[config.mk]
export PLATFORM = sky130hd
export DESIGN_NAME = issue_stall_meter
export DESIGN_NICKNAME = d
export VERILOG_FILES = /design/src/rtl/issue_stall_meter_pkg.sv /design/src/rtl/ism_hazard_detect.sv /design/src/rtl/ism_sat_counter.sv /design/src/rtl/ism_group_tracker.sv /design/src/rtl/issue_stall_meter.sv
export SDC_FILE = /design/constraint.sdc
export NUM_CORES = 1
export LEC_CHECK = 0
export ABC_AREA = 0
export CAP_MARGIN = 40
export CORE_ASPECT_RATIO = 0.7
export CORE_MARGIN = 5
export CORE_UTILIZATION = 35
export CTS_CLUSTER_SIZE = 40
export DETAILED_ROUTE_END_ITERATION = 16
export GPL_TIMING_DRIVEN = 1
export HOLD_SLACK_MARGIN = 0.02
export SYNTH_ARGS = -nofsm -noshare
export SYNTH_HDL_FRONTEND = slang
export SYNTH_SLANG_ARGS = --single-unit
export TNS_END_PERCENT = 1
[constraint.sdc]
create_clock -name clk -period 9.3 [get_ports clk]
set_input_delay 1.86 -clock clk [delete_from_list [all_inputs] [get_ports clk]]
set_output_delay 1.86 -clock clk [all_outputs]
set_load 0.005 [all_outputs]
[src/rtl/issue_stall_meter_pkg.sv]
package issue_stall_meter_pkg;
  // Penalties charged per hazard
  localparam int unsigned LOAD_PENALTY   = 2;
  localparam int unsigned BRANCH_PENALTY = 2;
  // Number of source operands looked up per instruction
  localparam int unsigned NUM_SRC        = 2;
  // Extra bits of headroom above the base cost width
  localparam int unsigned COST_PAD       = 4;
endpackage

[src/rtl/ism_hazard_detect.sv]
module ism_hazard_detect #(
  parameter int unsigned NREG  = 16,
  parameter int unsigned NSRC  = 2,
  localparam int unsigned REG_W = $clog2(NREG),
  localparam int unsigned HIT_W = $clog2(NSRC + 1)
) (
  input  logic [NSRC-1:0]       src_vld,
  input  logic [NSRC*REG_W-1:0] src_reg,
  input  logic [NREG-1:0]       load_set,
  output logic [HIT_W-1:0]      hit_count
);
  logic [NSRC-1:0] hit;

  for (genvar s = 0; s < NSRC; s++) begin : g_src
    logic [REG_W-1:0] idx;
    assign idx    = src_reg[s*REG_W +: REG_W];
    assign hit[s] = src_vld[s] & load_set[idx];
  end

  always_comb begin
    hit_count = '0;
    for (int s = 0; s < NSRC; s++) begin
      hit_count = hit_count + HIT_W'(hit[s]);
    end
  end
endmodule

[src/rtl/ism_sat_counter.sv]
module ism_sat_counter #(
  parameter int unsigned W     = 32,
  parameter int unsigned INC_W = 8,
  localparam int unsigned SW   = W + 1
) (
  input  logic             clk,
  input  logic             rst_n,
  input  logic             en,
  input  logic [INC_W-1:0] inc,
  output logic [W-1:0]     count
);
  logic [W-1:0] cnt_q, cnt_d;
  logic [SW-1:0] sum;

  always_comb begin
    sum   = {1'b0, cnt_q} + SW'(inc);
    cnt_d = sum[W] ? {W{1'b1}} : sum[W-1:0];
  end

  always_ff @(posedge clk or negedge rst_n) begin
    if (!rst_n) begin
      cnt_q <= '0;
    end else if (en) begin
      cnt_q <= cnt_d;
    end
  end

  assign count = cnt_q;
endmodule

[src/rtl/ism_group_tracker.sv]
module ism_group_tracker #(
  parameter int unsigned NREG   = 16,
  parameter int unsigned COST_W = 12,
  localparam int unsigned REG_W = $clog2(NREG)
) (
  input  logic              clk,
  input  logic              rst_n,
  input  logic              insn_vld,
  input  logic              grp_first,
  input  logic              grp_last,
  input  logic              ld_vld,
  input  logic [REG_W-1:0]  ld_reg,
  input  logic [COST_W-1:0] cost,
  output logic [NREG-1:0]   active_set,
  output logic [COST_W-1:0] group_charge
);
  logic [NREG-1:0]   pend_q, pend_d, active_q;
  logic [COST_W-1:0] peak_q, peak_base;
  logic [NREG-1:0]   ld_onehot;

  always_comb begin
    ld_onehot = {{(NREG-1){1'b0}}, 1'b1} << ld_reg;
    pend_d    = grp_first ? '0 : pend_q;
    if (ld_vld) pend_d = pend_d | ld_onehot;
    peak_base    = grp_first ? '0 : peak_q;
    group_charge = (cost > peak_base) ? cost : peak_base;
  end

  always_ff @(posedge clk or negedge rst_n) begin
    if (!rst_n) begin
      pend_q   <= '0;
      peak_q   <= '0;
      active_q <= '0;
    end else if (insn_vld) begin
      pend_q <= pend_d;
      if (grp_last) active_q <= pend_d;
      else          peak_q   <= cost;
    end
  end

  assign active_set = active_q;
endmodule

[src/rtl/issue_stall_meter.sv]
module issue_stall_meter
  import issue_stall_meter_pkg::*;
#(
  parameter int unsigned NREG   = 16,
  parameter int unsigned BASE_W = 8,
  parameter int unsigned CNT_W  = 32,
  localparam int unsigned REG_W  = $clog2(NREG),
  localparam int unsigned COST_W = BASE_W + COST_PAD,
  localparam int unsigned HIT_W  = $clog2(NUM_SRC + 1)
) (
  input  logic              clk,
  input  logic              rst_n,
  input  logic              insn_vld,
  input  logic              grp_first,
  input  logic              grp_last,
  input  logic [BASE_W-1:0] base_cyc,
  input  logic              src0_vld,
  input  logic [REG_W-1:0]  src0_reg,
  input  logic              src1_vld,
  input  logic [REG_W-1:0]  src1_reg,
  input  logic              ld_vld,
  input  logic [REG_W-1:0]  ld_reg,
  input  logic              br_vld,
  input  logic              br_taken,
  output logic [COST_W-1:0] insn_cost,
  output logic [NREG-1:0]   ld_mask,
  output logic [CNT_W-1:0]  total_cycles,
  output logic [CNT_W-1:0]  ld_stall_cycles,
  output logic [CNT_W-1:0]  br_stall_cycles,
  output logic [CNT_W-1:0]  taken_count,
  output logic [CNT_W-1:0]  untaken_count
);
  logic [HIT_W-1:0]  hits;
  logic [COST_W-1:0] ld_pen, br_pen, cost_d, cost_q, charge;
  logic [NREG-1:0]   active_set;
  logic              is_taken, is_untaken;

  ism_hazard_detect #(.NREG(NREG), .NSRC(NUM_SRC)) u_hazard (
    .src_vld   ({src1_vld, src0_vld}),
    .src_reg   ({src1_reg, src0_reg}),
    .load_set  (active_set),
    .hit_count (hits)
  );

  always_comb begin
    is_taken   = br_vld & br_taken;
    is_untaken = br_vld & ~br_taken;
    ld_pen     = COST_W'(hits) * COST_W'(LOAD_PENALTY);
    br_pen     = is_taken ? COST_W'(BRANCH_PENALTY) : '0;
    cost_d     = COST_W'(base_cyc) + br_pen + ld_pen;
  end

  always_ff @(posedge clk or negedge rst_n) begin
    if (!rst_n) begin
      cost_q <= '0;
    end else if (insn_vld) begin
      cost_q <= cost_d;
    end
  end

  ism_group_tracker #(.NREG(NREG), .COST_W(COST_W)) u_group (
    .clk          (clk),
    .rst_n        (rst_n),
    .insn_vld     (insn_vld),
    .grp_first    (grp_first),
    .grp_last     (grp_last),
    .ld_vld       (ld_vld),
    .ld_reg       (ld_reg),
    .cost         (cost_d),
    .active_set   (active_set),
    .group_charge (charge)
  );

  ism_sat_counter #(.W(CNT_W), .INC_W(COST_W)) u_cnt_total (
    .clk (clk), .rst_n (rst_n), .en (insn_vld & grp_last),
    .inc (charge), .count (total_cycles)
  );

  ism_sat_counter #(.W(CNT_W), .INC_W(COST_W)) u_cnt_ld (
    .clk (clk), .rst_n (rst_n), .en (insn_vld & (hits != '0)),
    .inc (ld_pen), .count (ld_stall_cycles)
  );

  ism_sat_counter #(.W(CNT_W), .INC_W(COST_W)) u_cnt_br (
    .clk (clk), .rst_n (rst_n), .en (insn_vld & is_taken),
    .inc (br_pen), .count (br_stall_cycles)
  );

  ism_sat_counter #(.W(CNT_W), .INC_W(1)) u_cnt_taken (
    .clk (clk), .rst_n (rst_n), .en (insn_vld & is_taken),
    .inc (1'b1), .count (taken_count)
  );

  ism_sat_counter #(.W(CNT_W), .INC_W(1)) u_cnt_untaken (
    .clk (clk), .rst_n (rst_n), .en (insn_vld & is_untaken),
    .inc (1'b1), .count (untaken_count)
  );

  assign insn_cost = cost_q;
  assign ld_mask   = active_set;
endmodule

==> metrics.md <==
| Metric | Value |
|---|---|
| Final setup vio count | `0` |
| Multi-input logic area | `~0.0057 sq mm` |
| Max Cap Viol | `0` |
| Mux contribution to synthesized area | `between 4 and 5%` |
| IO Count | `218` |
| Crit path max-delay family | `adder cells` |
| Slew HR | `roughly two fifths` |
| Total global routing overflow | `0` |
| Setup TNS | `0 ns` |
| Max Clock Freq | `116 MHz` |
| Max Slew Vio Count | `0` |
| Register area | `0.00526 sq mm` |
| Port-buffer cells | `214` |
| Crit Path Category | `primary input to flip-flop` |
| Final hold vios | `0` |
| Fraction of registers with async set/reset | `between 90% and 100%` |
| Period Utilization, post-route | `92.4%` |
| Cts repair resizes | `0` |
| Die ar. | `0.0356 sq mm` |
| GRT Total Usage | `18.2%` |
| Area growth, synth to finish | `30.1%` |
| CTS Root Cell | `clkbuf_16` |
| Post-DRT Antenna Nets | `0` |
| Setup Skew | `0.0127 ns` |
| Drt drc | `0` |
| Crit path capture type | `flip-flop` |
| Max FO, Critical Path | `12` |
| WP data arrival | `approximately 9.0 ns` |
| Post-synth cell types | `slightly above 70` |
| Startpoint Class | `primary input` |
| Slowest CP cell | `nor4b_1` |
| Register area share after synthesis | `47.0%` |
| Avg Vias per Cell | `5.28` |
| Die Span X | `224 um` |
| CTS Buffer Depth | `3` |
| Initial drt markers | `660` |
| CP Buf/Inv Count | `4` |
| Ant diodes | `0` |
| Hold WC Path Type | `flip-flop to flip-flop` |
| Yosys reg bits | `210` |
| Routed Wire Length | `between 30000 and 40000 um` |
| CP required | `9.72 ns` |
| Post-Synth Simple-Gate Area | `23.2%` |
| Crit. path cell count | `26` |
| Die Span Y | `approximately 160 um` |
| Fillers | `3010` |
| Vias | `9489` |
| XOR/XNOR Fraction of Synth Area | `6.90%` |
| Initial antenna violation count | `0` |
| Clock Sinks | `between 200 and 250` |
| Reg2Reg Depth | `25` |
| Layout cell share with drive strength beyond 1 | `around 6.5%` |
| Synth Instances | `1145` |
| H-tree levels | `1` |
| Unrepaired setup endpoints after global routing | `false` |
| CTS buffer count | `23` |
| Final net count | `approximately 1400` |
| Initial Util | `35.6%` |
| Vias in the first global route | `9146` |
| Largest family of logic cells by synthesized area | `simple AND/OR/NAND/NOR gates` |
| Core Area | `0.0314 sq mm` |
| Post-layout min period | `8.60 ns` |
| Worst-Skew Late Latency | `0.51 ns` |
| Rows | `54` |
| Worst-Margin Slew | `between 0.8 and 0.9 ns` |
| Post-Synth Adder-Cell Area | `3.74%` |
| Yosys Warn Count | `0` |
| DR WL/cell | `18.6 um` |
| Post-CTS Setup Repair Bufs | `0` |
| Hold Buf Count CTS | `0` |
| CTS tree | `yes` |
| Routability cong. | `0.859` |
| HPWL after detailed placement | `25000 um` |
| PwrDens | `182 mW/mm^2` |
| Worst Hold Slack | `0.473 ns` |
| Mapped Area | `~0.011 sq mm` |
| Post-synth EDFFs | `0` |
| Synth Area per Inst | `9.76 sq um` |
| Min-Delay Path Depth | `1` |
| Primary FF master, synth | `dfrtp_1` |
| Most frequent CP cell | `ha_1` |
| CP max stage delay | `0.67 ns` |
| Clk slew on worst S/H paths | `0.06 ns` |
| Largest net degree at the start of global routing | `about 110` |
| Peak VDD IR | `about 100 uV` |
| LEAKAGE | `approximately 0.0065 uW` |
| First-pass GRT wire length | `53700 um` |
| Area fraction in compound gates after synthesis | `about an eighth` |
| Run status | `finished clean` |
| DRT Pass-1 Iters | `5` |
-- through the flow --
stage | utilization, % | cell area (sq um) | worst slack [ns] | instances | total power [uW]
finish | 46.4 | 14500 | 0.703 | 1796 | 2650
floorplan | - | 11200 | 1.15 | 1147 | 1440
CTS | 46.4 | 14500 | 0.707 | 1796 | 2690
detailed placement | 44.0 | 13800 | 0.170 | 1757 | 1760
global route | 46.4 | 14500 | 0.157 | 1796 | 2800
global placement | 44.0 | 13800 | 0.329 | 1756 | 1750
-- synthesized netlist by cell type, types with 5 or more instances --
cell,n,area [sq um]
a211oi_1,9,67.6
a21o_1,7,52.6
a21oi_1,32,160
a221oi_1,12,105
a2bb2oi_1,6,52.6
a31oi_1,15,93.8
a41oi_1,13,114
and2_1,10,62.6
and3_1,36,225
and4_1,19,166
clkbuf_1,29,109
dfrtp_1,210,5260
ha_1,27,338
inv_1,30,113
mux2_2,17,191
mux2i_1,12,120
mux4_2,8,180
nand2_1,179,672
nand2b_1,6,37.5
nand3_1,80,400
nand4_1,31,194
nor2_1,84,315
nor2b_1,11,68.8
nor3_1,19,95.1
nor4_1,7,43.8
o211ai_1,5,37.5
o21a_1,7,52.6
o21ai_0,48,240
o22a_1,13,114
or3_1,13,81.3
xnor2_1,26,228
xor2_1,62,543
-- area by class of cell --
class | count | area share, %
Multi-Input combinational cell | 871 | 38.9
Sequential cell | 210 | 36.2
Timing Repair Buffer | 226 | 15.4
Clock buffer | 36 | 4.78
Tap cell | 420 | 3.62
Inverter | 30 | 0.775
Clock inverter | 3 | 0.276
-- kinds of logic (layout without fill, tap and decap cells) --
group                      count (synthesis)  after routing
adders and majority gates                 31             31
AOI/OAI and AO/OA                        190            190
xor gates and xnor gates                  88             88
muxes                                     41             41
other                                      1              3
and+or+nand+nor                          518            518
DFF                                      210            210
buffers and inverters                     66            295
-- layer usage --
metal / track usage, % / wire length (um)
met1: 28.3 / 16500
met2: 26.1 / 14100
met3: 3.89 / 2120
met4: 3.59 / 648
met5: 0 / 0
-- registers in the layout (all words and copies together), names as in the netlist --
signal and flops:
u_cnt_taken.count 32, u_cnt_untaken.count 32, u_cnt_ld.count 32, u_group.active_set 16
insn_cost 9, u_cnt_br.count 32, u_group.pend_q 16, u_group.peak_q 9
u_cnt_total.count 32
-- final timing paths --
kind / endpoint / from / slack (ns)
max: u_cnt_total.count[29] / src1_reg[0] / 0.70
min: u_cnt_ld.count[0] / u_cnt_ld.count[0] / 0.47
max reg2reg: u_cnt_total.count[29] / u_group.active_set[11] / 2.26
min reg2reg: u_cnt_ld.count[0] / u_cnt_ld.count[0] / 0.47
max in group asynchronous: u_cnt_ld.count[3] / rst_n / 6.62
min in group asynchronous: u_cnt_total.count[29] / rst_n / 1.41
-- power by group --
group,switching (uW),internal (uW)
Sequential,114,1000
Combinational,295,334
Clock,369,536
-- layout by cell type (no fill, tap or decap), types with 6 or more instances in the layout --
cell type,n
o21ai_0,48
a31oi_1,15
inv_1,30
xor2_1,62
dfrtp_1,210
nor2_1,84
o22a_1,13
a221oi_1,12
mux2_2,17
and4_1,19
mux4_2,8
ha_1,27
a41oi_1,13
a21oi_1,32
buf_4,11
clkdlybuf4s50_1,213
and3_1,36
nor2b_1,11
nor4_1,7
a2bb2oi_1,6
nor3_1,19
a21o_1,7
mux2i_1,12
nand2_1,179
nand4_1,31
a211oi_1,8
xnor2_1,26
clkbuf_16,23
nand2b_1,6
or3_1,13
o21a_1,7
nand3_1,80
clkbuf_8,7
clkbuf_1,6
and2_1,10
Power figures use the tool's default switching activity.
